===== src/rtl/shcas_pkg.sv =====
package shcas_pkg;

    localparam int unsigned GRP_W     = 8;
    localparam int unsigned NUM_GRP   = 3;
    localparam int unsigned IMG_W     = GRP_W * NUM_GRP;
    localparam int unsigned ADDR_W    = 2;
    localparam int unsigned DSL_BITS  = 2;
    localparam int unsigned PHY_BITS  = 3;
    localparam int unsigned DSL_LSB   = 0;
    localparam int unsigned PHYA_LSB  = DSL_LSB + DSL_BITS;
    localparam int unsigned PHYB_LSB  = PHYA_LSB + PHY_BITS;

    localparam logic [ADDR_W-1:0] ADDR_IMG = 2'd0;
    localparam logic [ADDR_W-1:0] ADDR_CFG = 2'd1;

    typedef struct packed {
        logic                rise;
        logic [PHY_BITS-1:0] phyb_en;
        logic [PHY_BITS-1:0] phya_en;
        logic [DSL_BITS-1:0] dsl_en;
        logic [NUM_GRP-1:0]  grp_en;
    } shcas_cfg_t;

    localparam int unsigned CFG_W = $bits(shcas_cfg_t);

    typedef enum logic [1:0] {
        ST_IDLE,
        ST_SETUP,
        ST_SAMPLE,
        ST_LATCH
    } shcas_state_e;

endpackage


===== src/rtl/shcas_regs.sv =====
module shcas_regs
    import shcas_pkg::*;
#(
    parameter logic [IMG_W-1:0] DEF_IMAGE = '0,
    parameter shcas_cfg_t       DEF_CFG   = '0
) (
    input  logic              clk,
    input  logic              rst_n,
    input  logic              wr_en,
    input  logic [ADDR_W-1:0] wr_addr,
    input  logic [IMG_W-1:0]  wr_data,
    output logic [IMG_W-1:0]  sw_img,
    output shcas_cfg_t        cfg
);

    always_ff @(posedge clk or negedge rst_n) begin
        if (!rst_n) begin
            sw_img <= DEF_IMAGE;
            cfg    <= DEF_CFG;
        end else if (wr_en) begin
            unique case (wr_addr)
                ADDR_IMG: sw_img <= wr_data;
                ADDR_CFG: cfg    <= shcas_cfg_t'(wr_data[CFG_W-1:0]);
                default:  ;
            endcase
        end
    end

endmodule


===== src/rtl/shcas_compose.sv =====
module shcas_compose
    import shcas_pkg::*;
(
    input  logic [IMG_W-1:0]    sw_img,
    input  shcas_cfg_t          cfg,
    input  logic [DSL_BITS-1:0] dsl_stat,
    input  logic [PHY_BITS-1:0] phya_stat,
    input  logic [PHY_BITS-1:0] phyb_stat,
    output logic [IMG_W-1:0]    img
);

    logic [IMG_W-1:0] ovr_en;
    logic [IMG_W-1:0] ovr_val;

    always_comb begin
        ovr_en  = '0;
        ovr_val = '0;
        ovr_en [DSL_LSB  +: DSL_BITS] = cfg.dsl_en;
        ovr_val[DSL_LSB  +: DSL_BITS] = dsl_stat;
        ovr_en [PHYA_LSB +: PHY_BITS] = cfg.phya_en;
        ovr_val[PHYA_LSB +: PHY_BITS] = phya_stat;
        ovr_en [PHYB_LSB +: PHY_BITS] = cfg.phyb_en;
        ovr_val[PHYB_LSB +: PHY_BITS] = phyb_stat;
    end

    // Per-bit source select: hardware status when enabled, software otherwise
    for (genvar b = 0; b < IMG_W; b++) begin : g_bit
        assign img[b] = ovr_en[b] ? ovr_val[b] : sw_img[b];
    end

endmodule


===== src/rtl/shcas_shifter.sv =====
module shcas_shifter
    import shcas_pkg::*;
#(
    parameter int unsigned      CLK_DIV   = 4,
    parameter logic [IMG_W-1:0] DEF_IMAGE = '0,
    parameter logic             DEF_RISE  = 1'b0
) (
    input  logic               clk,
    input  logic               rst_n,
    input  logic [IMG_W-1:0]   img,
    input  logic [NUM_GRP-1:0] grp_en,
    input  logic               rise,
    output logic               sclk,
    output logic               sdata,
    output logic               sstore,
    output logic               busy,
    output logic               rise_l,
    output logic [NUM_GRP-1:0] grp_l
);

    localparam int unsigned HALF = CLK_DIV / 2;
    localparam int unsigned CW   = (HALF > 1) ? $clog2(HALF) : 1;
    localparam int unsigned PW   = $clog2(IMG_W);
    localparam int unsigned GW   = (NUM_GRP > 1) ? $clog2(NUM_GRP) : 1;

    shcas_state_e     st, st_n;
    logic [IMG_W-1:0] sent;
    logic [IMG_W-1:0] shreg;
    logic [PW-1:0]    pos;
    logic [CW-1:0]    cnt;
    logic             half_done;
    logic             last_bit;
    logic             grp_edge;
    logic [GW:0]      top_hit;
    logic [GW:0]      low_hit;
    logic [GW-1:0]    cur_grp;

    // Highest enabled group index, with a found flag in the top bit
    function automatic logic [GW:0] highest_below(input logic [NUM_GRP-1:0] mask,
                                                  input int unsigned limit);
        logic [GW:0] r;
        r = '0;
        for (int g = 0; g < NUM_GRP; g++) begin
            if (g < int'(limit) && mask[g]) r = {1'b1, GW'(g)};
        end
        return r;
    endfunction

    function automatic logic [PW-1:0] group_top_pos(input logic [GW-1:0] g);
        return PW'(int'(g) * GRP_W + GRP_W - 1);
    endfunction

    assign cur_grp   = GW'(int'(pos) / GRP_W);
    assign grp_edge  = ((int'(pos) % GRP_W) == 0);
    assign top_hit   = highest_below(grp_en, NUM_GRP);
    assign low_hit   = highest_below(grp_l, int'(cur_grp));
    assign half_done = (cnt == CW'(HALF - 1));
    assign last_bit  = grp_edge && !low_hit[GW];

    // Next-state decision
    always_comb begin
        st_n = st;
        unique case (st)
            ST_IDLE:   if (img != sent && grp_en != '0) st_n = ST_SETUP;
            ST_SETUP:  if (half_done) st_n = ST_SAMPLE;
            ST_SAMPLE: if (half_done) st_n = last_bit ? ST_LATCH : ST_SETUP;
            ST_LATCH:  st_n = ST_IDLE;
            default:   st_n = ST_IDLE;
        endcase
    end

    // State register
    always_ff @(posedge clk or negedge rst_n) begin
        if (!rst_n) st <= ST_IDLE;
        else        st <= st_n;
    end

    // Datapath: image snapshot, bit pointer, half-period counter
    always_ff @(posedge clk or negedge rst_n) begin
        if (!rst_n) begin
            sent   <= DEF_IMAGE;
            shreg  <= DEF_IMAGE;
            pos    <= '0;
            cnt    <= '0;
            grp_l  <= '0;
            rise_l <= DEF_RISE;
        end else begin
            unique case (st)
                ST_IDLE: begin
                    rise_l <= rise;
                    cnt    <= '0;
                    if (img != sent) begin
                        sent  <= img;
                        shreg <= img;
                        grp_l <= grp_en;
                        pos   <= group_top_pos(top_hit[GW-1:0]);
                    end
                end
                ST_SETUP: begin
                    cnt <= half_done ? '0 : cnt + 1'b1;
                end
                ST_SAMPLE: begin
                    if (half_done) begin
                        cnt <= '0;
                        if (!grp_edge)        pos <= pos - 1'b1;
                        else if (low_hit[GW]) pos <= group_top_pos(low_hit[GW-1:0]);
                    end else begin
                        cnt <= cnt + 1'b1;
                    end
                end
                ST_LATCH: begin
                    cnt <= '0;
                end
                default: cnt <= '0;
            endcase
        end
    end

    // Output decode
    always_comb begin
        sclk   = ~rise_l;
        sdata  = 1'b0;
        sstore = 1'b0;
        busy   = 1'b1;
        unique case (st)
            ST_IDLE:   busy = 1'b0;
            ST_SETUP:  sdata = shreg[pos];
            ST_SAMPLE: begin
                sclk  = rise_l;
                sdata = shreg[pos];
            end
            ST_LATCH:  sstore = 1'b1;
            default:   busy = 1'b0;
        endcase
    end

endmodule


===== src/rtl/shcas_top.sv =====
module shcas_top
    import shcas_pkg::*;
#(
    parameter int unsigned      CLK_DIV    = 4,
    parameter logic [IMG_W-1:0] DEF_IMAGE  = 24'h00FFFF,
    parameter logic [2:0]       DEF_GROUPS = 3'b111,
    parameter logic             DEF_RISE   = 1'b0
) (
    input  logic                clk,
    input  logic                rst_n,
    input  logic                wr_en,
    input  logic [ADDR_W-1:0]   wr_addr,
    input  logic [IMG_W-1:0]    wr_data,
    input  logic [DSL_BITS-1:0] dsl_stat,
    input  logic [PHY_BITS-1:0] phya_stat,
    input  logic [PHY_BITS-1:0] phyb_stat,
    output logic                sclk,
    output logic                sdata,
    output logic                sstore
);

    localparam shcas_cfg_t DEF_CFG = '{
        rise:    DEF_RISE,
        phyb_en: '0,
        phya_en: '0,
        dsl_en:  '0,
        grp_en:  DEF_GROUPS
    };

    if (CLK_DIV < 2 || (CLK_DIV % 2) != 0) begin : g_bad_div
        $error("CLK_DIV must be even and at least 2");
    end

    logic [IMG_W-1:0]   sw_img;
    logic [IMG_W-1:0]   img;
    shcas_cfg_t         cfg;
    logic               shf_busy;
    logic               shf_rise;
    logic [NUM_GRP-1:0] shf_grp;

    shcas_regs #(
        .DEF_IMAGE (DEF_IMAGE),
        .DEF_CFG   (DEF_CFG)
    ) u_regs (
        .clk     (clk),
        .rst_n   (rst_n),
        .wr_en   (wr_en),
        .wr_addr (wr_addr),
        .wr_data (wr_data),
        .sw_img  (sw_img),
        .cfg     (cfg)
    );

    shcas_compose u_compose (
        .sw_img    (sw_img),
        .cfg       (cfg),
        .dsl_stat  (dsl_stat),
        .phya_stat (phya_stat),
        .phyb_stat (phyb_stat),
        .img       (img)
    );

    shcas_shifter #(
        .CLK_DIV   (CLK_DIV),
        .DEF_IMAGE (DEF_IMAGE),
        .DEF_RISE  (DEF_RISE)
    ) u_shift (
        .clk    (clk),
        .rst_n  (rst_n),
        .img    (img),
        .grp_en (cfg.grp_en),
        .rise   (cfg.rise),
        .sclk   (sclk),
        .sdata  (sdata),
        .sstore (sstore),
        .busy   (shf_busy),
        .rise_l (shf_rise),
        .grp_l  (shf_grp)
    );

endmodule


===== config.mk =====
export PLATFORM = sky130hd
export DESIGN_NAME = shcas_top
export DESIGN_NICKNAME = d
export VERILOG_FILES = /design/src/rtl/shcas_pkg.sv /design/src/rtl/shcas_regs.sv /design/src/rtl/shcas_compose.sv /design/src/rtl/shcas_shifter.sv /design/src/rtl/shcas_top.sv
export SDC_FILE = /design/constraint.sdc
export NUM_CORES = 1
export LEC_CHECK = 0
export BUFFER_PORTS_ARGS = -buffer_cell sky130_fd_sc_hd__buf_2
export CORE_UTILIZATION = 43
export DETAILED_ROUTE_END_ITERATION = 16
export MAX_ROUTING_LAYER = met4
export PLACE_DENSITY = 0.57
export SETUP_SLACK_MARGIN = 0.2
export SKIP_LAST_GASP = 1
export SYNTH_ARGS = -nofsm -noshare
export SYNTH_HDL_FRONTEND = slang
export SYNTH_HIERARCHICAL = 1
export SYNTH_SLANG_ARGS = --single-unit

===== constraint.sdc =====
create_clock -name clk -period 4.7 [get_ports clk]
set_input_delay 1.41 -clock clk [delete_from_list [all_inputs] [get_ports clk]]
set_output_delay 1.41 -clock clk [all_outputs]
set_load 0.005 [all_outputs]

==> flow_summary_export.csv <==
group,metric,value,unit
sta,hold_viol,0,
run,cap_violations,0,
synth,synth_compound_area_frac,0.0460,
synth,syn_inst,277,
finish,diodes,0,
clock_network,postCtsSetupBuffers,0,
finish,nNetsFinal,350,
synth,synth_nets,321,
status,status,"finished, final reports clean",
synth,synth_top_cell_area_share,0.248,
clock_network,cts_buffer_depth,2,
grt,track_usage,0.183,
detailed_routing,vias,2164,
clock_network,clk_latency,0.35,ns
synth,synth_top_area_cell,"dfrtp_1",
min_path,hold_depth,1,
clock_network,clkSlewWorstSetupHoldPaths,0.08,ns
power,p_leak,1.76,nW
clock_network,cts_tree,"done",
floorplan,rows,33,
critical_path,cp.required,3.29,ns
finish,layout-drive-gt1-share,0.543,
finish,seq_area,0.00185,sq mm
min_path,min_from,"u_shift/cnt$_DFF_PN0_",
finish,area_growth,8.83,%
critical_path,worst_setup_path_start_kind,"flip-flop",
sta,finalSetupTns,0,ns
critical_path,r2r_start,"u_regs/cfg[3]$_DFFE_PN0P_",
synth,syn_avg_cell_area,13.5,sq um
critical_path,end_kind,"output pin",
sta,rsz0062_at_grt,"no",
clock_network,cts.sinks,72,
min_path,hold_end,"u_shift/cnt$_DFF_PN0_",
detailed_routing,totalWireLength,6870,microns
sta,fmax,0.278,GHz
power,irDropWorstVdd,0.230,mV
power,p_per_area,591,mW/mm^2
synth,synthXorXnorAreaFrac,0.0611,
detailed_routing,drt_iter0_markers,87,
critical_path,cp_max_fo,7,
floorplan,die_y,95.1,microns
finish,final_cell_mix,"60 x mux2_2, 39 x buf_2, 37 x dfrtp_1, 35 x dfstp_2, 24 x xor2_1",
sta,slew_headroom,0.387,
grt,grt_pass1_wl,11800,microns
synth,ys.flop_type,"dfrtp_1",
finish,layout_commonest_cell,"mux2_2",
sta,fin_crit_sh,0.764,
synth,syn_area,0.00373,sq mm
detailed_routing,route.detailed.drc,0,
floorplan,core_area,0.00830,sq mm
clock_network,cts_inserted_buffers,9,
placed_design,place_inst,400,
sta,period_needed,3.59,ns
floorplan,die_area,0.00904,sq mm
synth,muxShareOfSynthArea,0.262,
clock_network,holdBufCountCts,0,
grt,antenna_found_initial,0,
synth,synth-simple-area-share,0.0517,
detailed_routing,drt-vias-per-instance,5.20,
synth,synth_top_family_by_area,"multiplexers",
finish,fill_cells,744,
clock_network,root_buffer,"clkbuf_8",
clock_network,cts_resized,0,
clock_network,cts.htree.levels,3,
placed_design,dp_hpwl,4910,microns
synth,synth_edf_count,0,
finish,final_core_util,0.489,
synth,synth_area_leaders,"dfrtp_1 25%, dfstp_2 25%, mux2_2 18%, xor2_1 5.6%, mux4_2 3.6%",
grt,gr-total-overflow,0,
grt,first_global_vias,2238,
synth,synth-adder-area-share,0.0235,
critical_path,worstRegToRegCells,7,
sta,worst_pin_slew,0.919,ns
sta,fin_skew,0.0138,ns
synth,ys_types,38,
finish,multiInputGateArea,0.00165,sq mm
synth,seq_area_frac_synth,0.495,
critical_path,worstSetupPathType,"flip-flop to output pin",
synth,async_flop_share,1.00,
grt,grt_max_degree,73,
min_path,hold_path.class,"flip-flop to flip-flop",
finish,fin_cells,416,
floorplan,initial_core_util,0.449,
synth,yosys_warnings,6,
placed_design,portBuffers,39,
sta,setup_viol,0,
placed_design,routabilityCongestion,0.781,
detailed_routing,dr.pass1.iters,4,
detailed_routing,ant_nets,0,
floorplan,io_pins,40,
critical_path,arrival,2.18,ns
critical_path,r2r-end,"u_shift/shreg[21]$_DFFE_PN0P_",
critical_path,r2r_slack,2.00,ns
synth,ys_ff_latch,72,
sta,maxSlewViolCount,0,
floorplan,die_w,95.1,microns
detailed_routing,detail_route.wl_per_cell,16.5,microns
[synth_stat cells (2+ instances only)]
| cell type | number |
|---|---|
| xor2_1 | 24 |
| dfstp_2 | 35 |
| xnor2_1 | 2 |
| mux2_1 | 3 |
| nand3_1 | 4 |
| a21oi_1 | 7 |
| buf_4 | 17 |
| buf_6 | 2 |
| nor4_1 | 7 |
| buf_8 | 2 |
| inv_1 | 9 |
| mux4_2 | 6 |
| nor3_1 | 3 |
| o21ai_0 | 8 |
| mux2_4 | 8 |
| clkbuf_1 | 2 |
| mux2_2 | 60 |
| dfrtp_1 | 37 |
| and3_1 | 3 |
| nand2_1 | 12 |
| nor2_1 | 3 |
| ha_1 | 7 |
[logic make-up after synthesis]
group	Yosys count
buffers and inverters	33
adder cells (fa/ha/maj)	7
AND/OR/NAND/NOR	36
AO/OA/AOI/OAI	25
flip-flops	72
multiplexers	78
XOR/XNOR	26
[per-layer routing]
layer	GRT usage	part of all wire	vias to the layer above
met4	0.0606	0.0098	0
met3	0.0431	0.031	6
li1	-	-	1029
met2	0.269	0.48	39
met1	0.248	0.48	1090
met5	-	0	-
[flip-flops by register name (all words and copies together), names as in the netlist]
register	flops
u_regs/sw_img	24
u_shift/shreg	24
u_regs/cfg	12
u_shift/pos	5
u_shift/grp_l	3
u_shift/st	2
u_shift/cnt	1
u_shift/rise_l	1
[power by group]
| group | switching (mW) | internal, mW |
|---|---|---|
| clock network | 0.244 | 0.195 |
| registers | 0.204 | 0.912 |
| logic | 0.364 | 0.478 |
| total | 0.812 | 1.58 |
[layout make-up]
class	count	share of cell area
sequential	72	0.455
multi-input combinational	172	0.408
timing repair buffer	42	0.0537
tap	105	0.0324
clock buffer	10	0.0315
clock inverter	6	0.0111
inverter	9	0.00833
[worst max-delay path, cell delays in order (launching register included)]
cell and delay [ns]:
dfrtp_1 0.63, mux4_2 0.56, nand2_1 0.10, nand2_1 0.06, and3_1 0.18, o21a_1 0.19, buf_2 0.12
[how the worst max path moves through the flow]
stage	endpoint	from	slack, ns
CTS	sdata	u_shift/pos[0]$_DFFE_PN0P_	1.06
global route	sdata	u_shift/pos[0]$_DFFE_PN0P_	0.99
finish	sdata	u_shift/pos[0]$_DFFE_PN0P_	1.11
floorplan	u_shift/grp_l[0]$_DFFE_PN0P_	phyb_stat[0]	1.46
detailed placement	u_shift/shreg[18]$_DFFE_PN0P_	dsl_stat[0]	0.86
global placement	u_shift/shreg[16]$_DFFE_PN0P_	dsl_stat[0]	0.81
[metrics by stage]
| stage | instance area [sq um] | total power, mW | hold WS [ns] | worst slack [ns] |
|---|---|---|---|---|
| finish | 4060 | 2.40 | 0.465 | 1.11 |
| global route | 4060 | 2.58 | 0.479 | 0.993 |
| CTS | 4060 | 2.43 | 0.464 | 1.06 |
| floorplan | 3730 | 1.80 | 0.419 | 1.46 |
| global placement | 3880 | 1.96 | 0.442 | 0.815 |
| detailed placement | 3880 | 1.98 | 0.453 | 0.860 |
No activity file was read; power rests on OpenSTA's default activity.
